### src/rtl/scc_pkg.sv
package scc_pkg;

    typedef enum logic [2:0] {
        ST_IDLE       = 3'd0,
        ST_TIMING_LOW = 3'd1,
        ST_SINGLE     = 3'd2,
        ST_CONTINUOUS = 3'd3,
        ST_FINISH     = 3'd4
    } scc_state_e;

    // Synchronised view of the convert pin
    typedef struct packed {
        logic level;
        logic fell;
    } pin_view_t;

    localparam int unsigned SCC_SYNC_STAGES = 2;
    localparam int unsigned SCC_LIMIT_TICKS = 10;

    function automatic int unsigned scc_cnt_w(input int unsigned lim);
        return (lim < 1) ? 1 : $clog2(lim + 1);
    endfunction

endpackage

### src/rtl/scc_pin_sync.sv
module scc_pin_sync
    import scc_pkg::*;
#(
    parameter int unsigned STAGES = SCC_SYNC_STAGES
) (
    input  logic      clk,
    input  logic      rst,
    input  logic      pin_async_i,
    output pin_view_t view_o
);
    localparam int unsigned NST = (STAGES < 2) ? 2 : STAGES;

    logic [NST-1:0] chain_q;
    logic           prev_q;

    generate
        for (genvar i = 0; i < NST; i++) begin : g_stage
            always_ff @(posedge clk) begin
                if (rst) begin
                    chain_q[i] <= 1'b1;
                end else if (i == 0) begin
                    chain_q[i] <= pin_async_i;
                end else begin
                    chain_q[i] <= chain_q[(i == 0) ? 0 : i-1];
                end
            end
        end
    endgenerate

    always_ff @(posedge clk) begin
        if (rst) prev_q <= 1'b1;
        else     prev_q <= chain_q[NST-1];
    end

    always_comb begin
        view_o.level = chain_q[NST-1];
        view_o.fell  = prev_q & ~chain_q[NST-1];
    end

endmodule

### src/rtl/scc_low_timer.sv
module scc_low_timer
    import scc_pkg::*;
#(
    parameter int unsigned LIMIT = SCC_LIMIT_TICKS
) (
    input  logic clk,
    input  logic rst,
    input  logic run_i,
    input  logic tick_i,
    output logic long_o
);
    localparam int unsigned CW = scc_cnt_w(LIMIT);
    localparam logic [CW-1:0] LIM = CW'(LIMIT);

    logic [CW-1:0] cnt_q;

    // Counts ticks while timing, saturating at the limit
    always_ff @(posedge clk) begin
        if (rst || !run_i) begin
            cnt_q <= '0;
        end else if (tick_i && (cnt_q != LIM)) begin
            cnt_q <= cnt_q + 1'b1;
        end
    end

    assign long_o = (cnt_q == LIM);

endmodule

### src/rtl/scc_fsm.sv
module scc_fsm
    import scc_pkg::*;
(
    input  logic      clk,
    input  logic      rst,
    input  logic      enable_i,
    input  logic      one_shot_i,
    input  pin_view_t view_i,
    input  logic      long_i,
    input  logic      done_i,
    output logic      timing_o,
    output logic      start_o
);
    scc_state_e st_q, st_d;
    logic       req;
    logic       inflight_q;
    logic       fired_q;

    always_comb begin
        st_d = st_q;
        req  = 1'b0;
        if (!enable_i) begin
            st_d = ST_IDLE;
        end else begin
            unique case (st_q)
                ST_IDLE: begin
                    if (view_i.fell) begin
                        st_d = ST_TIMING_LOW;
                    end else if (view_i.level && !one_shot_i && !inflight_q) begin
                        req = 1'b1;
                    end
                end
                ST_TIMING_LOW: begin
                    if (view_i.level)  st_d = ST_SINGLE;
                    else if (long_i)   st_d = ST_CONTINUOUS;
                end
                ST_SINGLE: begin
                    if (!inflight_q) begin
                        req  = 1'b1;
                        st_d = ST_FINISH;
                    end
                end
                ST_CONTINUOUS: begin
                    if (view_i.level) begin
                        st_d = fired_q ? ST_FINISH : ST_SINGLE;
                    end else if (!inflight_q) begin
                        req = 1'b1;
                    end
                end
                ST_FINISH: begin
                    if (!inflight_q) st_d = ST_IDLE;
                end
                default: st_d = ST_IDLE;
            endcase
        end
    end

    always_ff @(posedge clk) begin
        if (rst) begin
            st_q       <= ST_IDLE;
            inflight_q <= 1'b0;
            fired_q    <= 1'b0;
            start_o    <= 1'b0;
        end else begin
            st_q    <= st_d;
            start_o <= req;
            if (req)         inflight_q <= 1'b1;
            else if (done_i) inflight_q <= 1'b0;
            fired_q <= (st_q == ST_CONTINUOUS) ? (fired_q | req) : 1'b0;
        end
    end

    assign timing_o = (st_q == ST_TIMING_LOW);

endmodule

### src/rtl/conv_start_ctrl.sv
module conv_start_ctrl
    import scc_pkg::*;
#(
    parameter int unsigned LIMIT_TICKS = SCC_LIMIT_TICKS,
    parameter int unsigned SYNC_STAGES = SCC_SYNC_STAGES
) (
    input  logic clk,
    input  logic rst,
    input  logic cvt_pin_i,
    input  logic ser_rst_i,
    input  logic cpu_mode_i,
    input  logic one_shot_i,
    input  logic ms_tick_i,
    input  logic conv_done_i,
    output logic conv_start_o
);
    pin_view_t view;
    logic      timing;
    logic      long_low;
    logic      enable;

    assign enable = ~cpu_mode_i & ~ser_rst_i;

    scc_pin_sync #(.STAGES(SYNC_STAGES)) u_sync (
        .clk         (clk),
        .rst         (rst),
        .pin_async_i (cvt_pin_i),
        .view_o      (view)
    );

    scc_low_timer #(.LIMIT(LIMIT_TICKS)) u_timer (
        .clk    (clk),
        .rst    (rst),
        .run_i  (timing),
        .tick_i (ms_tick_i),
        .long_o (long_low)
    );

    scc_fsm u_fsm (
        .clk        (clk),
        .rst        (rst),
        .enable_i   (enable),
        .one_shot_i (one_shot_i),
        .view_i     (view),
        .long_i     (long_low),
        .done_i     (conv_done_i),
        .timing_o   (timing),
        .start_o    (conv_start_o)
    );

endmodule

### config.mk
export PLATFORM = sky130hd
export DESIGN_NAME = conv_start_ctrl
export DESIGN_NICKNAME = d
export VERILOG_FILES = /design/src/rtl/scc_pkg.sv /design/src/rtl/scc_pin_sync.sv /design/src/rtl/scc_low_timer.sv /design/src/rtl/scc_fsm.sv /design/src/rtl/conv_start_ctrl.sv
export SDC_FILE = /design/constraint.sdc
export NUM_CORES = 1
export LEC_CHECK = 0
export ABC_AREA = 0
export CAP_MARGIN = 20
export CORE_AREA = 2 2 39 41
export DETAILED_ROUTE_END_ITERATION = 7
export DIE_AREA = 0 0 41 43
export PLACE_DENSITY = 0.8
export RECOVER_POWER = 100
export SYNTH_ARGS = -nofsm -noshare
export SYNTH_HDL_FRONTEND = slang
export SYNTH_SLANG_ARGS = --single-unit
### constraint.sdc
create_clock -name clk -period 1.7 [get_ports clk]
set_input_delay 0.51 -clock clk [delete_from_list [all_inputs] [get_ports clk]]
set_output_delay 0.51 -clock clk [all_outputs]
set_load 0.01 [all_outputs]
==> impl.org, run 1 <==
** Outcome
- Status :: finished, final reports clean

** Finish
- Area Overhead vs Synth :: 23.2%
- 0 antenna diodes ended up in the layout.
- In the final design database the tool counted between 80 and 90 nets.
- Of the cells placed in the final design, the portion with a size suffix greater than 1 is 0.167.
- For this run, the share of the core covered by cells in the final layout is 0.542.

** Global route
- Maximum number of pins on one net before global-route repair :: 10
- The first global-routing pass estimated between 2000 and 2500 um of wire.
- Number of antenna violations at the first check in global routing :: 0
- Vias in the first global route :: just over 500
- Combined global-route utilization of all metal layers :: 0.186
- The total overflow left after global routing is 0.

** Critical path
- Data arrival time of the worst path :: ~1.9 ns
- In this run the worst path has a maximum fanout of 4.
- The worst setup path is captured at a flip-flop.
- Required time of the worst setup path :: about 1.9 ns
- Origin of the worst setup path :: rst
- The worst register-to-register path begins at u_fsm.st_q[2].
- The worst setup path is of the input port to flip-flop kind.
- STA classifies the critical path startpoint as an input port.

** Timing
- Worst-margin pin slew :: 0.337 ns
- Setup ws final :: roughly 0.063 ns
- Summed over all failing endpoints, the final setup total negative slack is 0 ns.
- The final-report hold violation count was 0.
- Final hold analysis gives a worst-case slack of between 0.4 and 0.5 ns.
- The final count of pins violating max slew was 0.
- Setup violations, final :: 0
- Setup repair after global routing missed its margin :: false
- Period Utilization, post-route :: 0.963
- Final critical delay including setup and external delays :: 1.64 ns
- Setup Skew :: 0.00147 ns
- Maximum clock rate :: roughly 0.61 GHz
- Slew margin rel. :: 0.773

** Placement
- Post-Place Worst Slack :: -0.303 ns
- Detailed placement finished with a half-perimeter wire length of around 940 um.
- At the end of routability-driven placement, the weighted congestion stood at ~0.84.
- Number of input and output port buffers inserted :: 8

** Synth
- Fraction of synthesized cell area in xor and xnor cells :: 0.0144
- In this run the mean area of a mapped cell was ~9.5 um2.
- Compound-cell area share of the yosys netlist :: 0.199
- In the synthesized netlist, the number of instances is 64.
- Nets in the synthesized netlist :: 74
- Mux contribution to synthesized area :: 0
- The Yosys step of the flow raised 0 warnings.
- The synthesized design contains 13 register bits.
- Netlist Area Pre-Place :: ~600 um2
- Dominant combinational cell family by area after synthesis :: simple AND/OR/NAND/NOR gates
- Adder-cell share of the synthesized area :: 0.0411
- Of the total synthesized cell area, the portion taken by AND, OR, NAND and NOR gates is 0.281.
- Most area-consuming cells after synthesis :: sky130_fd_sc_hd__dfxtp_1 43%, sky130_fd_sc_hd__a21oi_1 4.1%, sky130_fd_sc_hd__ha_1 4.1%
- The share of the Yosys chip area taken by registers is 0.427.
- Portion of synthesized cell area occupied by the leading cell type :: 0.427
- The biggest area contributor in the post-synthesis netlist is sky130_fd_sc_hd__dfxtp_1.
- After synthesis, the netlist uses 31 different library cells.

** Floorplan
- Die height :: roughly 43 um
- Placeable core region :: 1380 um2
- In this run the count of I/O pins placed on the die edge is 9.
- Overall die area :: 1760 um2
- Starting density of the core :: 0.440
- After floorplanning, the core was divided into 14 placement rows.
- The floorplan step set the die width to between 40 and 50 um.

** Power
- In this run the power density over the cells is about 730 nW/um2.
- Static leakage :: roughly 0.25 nW
- IR analysis of the VDD net gives a maximum drop of around 460 uV.

** Routing
- WL final :: approximately 1200 um
- In the routed layout, each cell is associated on average with a via count of approximately 6.
- 1st-pass router iterations :: 4
- Number of vias after detailed routing :: 561
- DR WL/cell :: between 10 and 15 um
- For this block, the initial DRC count from the detailed router was 17.
- Number of nets still failing antenna checks after routing :: 0
- For this run, design rule violations remaining after detail routing come to 0.

** CTS
- Gates resized during post-CTS repair numbered 1.
- The number of clock buffers added by TritonCTS is 3.
- In this run the deepest clock path goes through 2 buffers.
- Hold-fix buffer count after cts :: 0
- Number of sinks driven by the clock tree :: 13
- Once the clock tree was built, the setup fixing pass inserted 0 buffers.
- The tree is rooted in a sky130_fd_sc_hd__clkbuf_4.
- At the later pin of the worst-skew pair, clock insertion delay measures between 0.2 and 0.3 ns.
- CTS tree :: done
- After clock tree synthesis, the clock-pin slew on the worst setup and hold paths is roughly 0.08 ns.
- In this run the number of H-tree levels came out at 1.

** Hold path
- Launch instance of the worst min-delay path :: u_sync.chain_q[0]
- Class of the tightest hold or removal check :: flip-flop to flip-flop

** Flow run
- The tool flagged a number of max-cap violations equal to 0.
[power by group]
part            total, W  internal [W]  switching (W)
Clock           0.000190     0.0000910      0.0000988
Sequential      0.000313      0.000309     0.00000429
Combinational  0.0000431     0.0000260      0.0000171
Total           0.000546      0.000426       0.000120
[critical path, cell delays in order]
cell,delay (ns)
sky130_fd_sc_hd__clkdlybuf4s50_1,0.45
sky130_fd_sc_hd__or4b_1,0.57
sky130_fd_sc_hd__a211oi_2,0.22
sky130_fd_sc_hd__a31o_1,0.11
[state kept, by name, indices dropped and copies added, names as in the netlist]
| signal | flops |
|---|---|
| u_sync.chain_q | 1 |
| u_sync.prev_q | 1 |
| u_fsm.st_q | 3 |
| u_fsm.start_o | 1 |
| u_timer.cnt_q | 4 |
| u_fsm.inflight_q | 1 |
| u_sync.view_o | 1 |
| u_fsm.fired_q | 1 |
[cells by family (layout without fill, tap and decap cells)]
group | Yosys count | after routing
AO/OA/AOI/OAI | 16 | 16
AND/OR/NAND/NOR | 28 | 28
flip-flops | 13 | 13
buffers and inverters | 4 | 18
adder cells (fa/ha/maj) | 2 | 2
XOR/XNOR | 1 | 1
[per-stage QoR]
stage,power (W),instance area (um2),cells
after floorplan,0.000335,609,64
after global placement,0.000362,721,90
after detailed placement,0.000363,721,90
after CTS,0.000549,748,94
after global routing,0.000565,751,94
final,0.000546,751,94
[Yosys cell counts]
master                      number
sky130_fd_sc_hd__nor4b_1         1
sky130_fd_sc_hd__nand4_1         2
sky130_fd_sc_hd__o2bb2ai_1       1
sky130_fd_sc_hd__or4b_4          1
sky130_fd_sc_hd__o21bai_1        1
sky130_fd_sc_hd__a311oi_1        2
sky130_fd_sc_hd__inv_1           3
sky130_fd_sc_hd__nor3_1          1
sky130_fd_sc_hd__nor4_1          1
sky130_fd_sc_hd__a31o_1          1
sky130_fd_sc_hd__nor3b_1         2
sky130_fd_sc_hd__a31o_2          1
sky130_fd_sc_hd__a2111oi_0       1
sky130_fd_sc_hd__nand3b_1        2
sky130_fd_sc_hd__or3b_2          1
sky130_fd_sc_hd__a32oi_1         1
sky130_fd_sc_hd__or3_1           1
sky130_fd_sc_hd__buf_6           1
sky130_fd_sc_hd__ha_1            2
sky130_fd_sc_hd__or2_2           3
sky130_fd_sc_hd__a211oi_2        1
sky130_fd_sc_hd__and2b_1         1
sky130_fd_sc_hd__a211oi_1        1
sky130_fd_sc_hd__nor2_1          5
sky130_fd_sc_hd__or2b_1          1
sky130_fd_sc_hd__a21oi_1         5
sky130_fd_sc_hd__xor2_1          1
sky130_fd_sc_hd__o31ai_1         1
sky130_fd_sc_hd__nand4b_1        1
sky130_fd_sc_hd__nand2_1         5
sky130_fd_sc_hd__dfxtp_1        13
[layout make-up]
type / instances / area (um2)
Timing Repair Buffer: 11 / 98.8
Tap cell: 16 / 20.0
Fill cell: 129 / 633
Sequential cell: 13 / 260
Inverter: 3 / 11.3
Multi-Input combinational cell: 47 / 334
Clock buffer: 4 / 26.3
[worst paths after layout]
check,to,slack (ns),cells past startpoint
max,u_timer.cnt_q[0],0.06,4
min,u_sync.view_o[1],0.42,1
max reg2reg,u_timer.cnt_q[0],0.29,3
min reg2reg,u_sync.view_o[1],0.42,1
[layout by cell type (no fill, tap or decap), types with 3 or more instances in the layout]
cell	count
sky130_fd_sc_hd__nor2_1	5
sky130_fd_sc_hd__or2_2	3
sky130_fd_sc_hd__dfxtp_1	13
sky130_fd_sc_hd__nand2_1	5
sky130_fd_sc_hd__clkdlybuf4s50_1	8
sky130_fd_sc_hd__a21oi_1	5
sky130_fd_sc_hd__clkbuf_4	4
sky130_fd_sc_hd__inv_1	3
[metal layers]
| layer | vias up | share of wire | wire length [um] | global-route usage |
|---|---|---|---|---|
| li1 | 268 | - | - | - |
| met1 | 271 | 0.40 | 502 | 0.211 |
| met2 | 15 | 0.52 | 647 | 0.281 |
| met3 | 7 | 0.034 | 43 | 0.0471 |
| met4 | 0 | 0.043 | 54 | 0.140 |
| met5 | - | 0 | 0 | 0 |
No activity file was read; power rests on OpenSTA's default activity.
==> run 2: changes to the inputs <==
SLEW_MARGIN = 20   (was default)
==> results of run 2 <==
The final DEF is identical to that of run 1; final timing and power are the same.
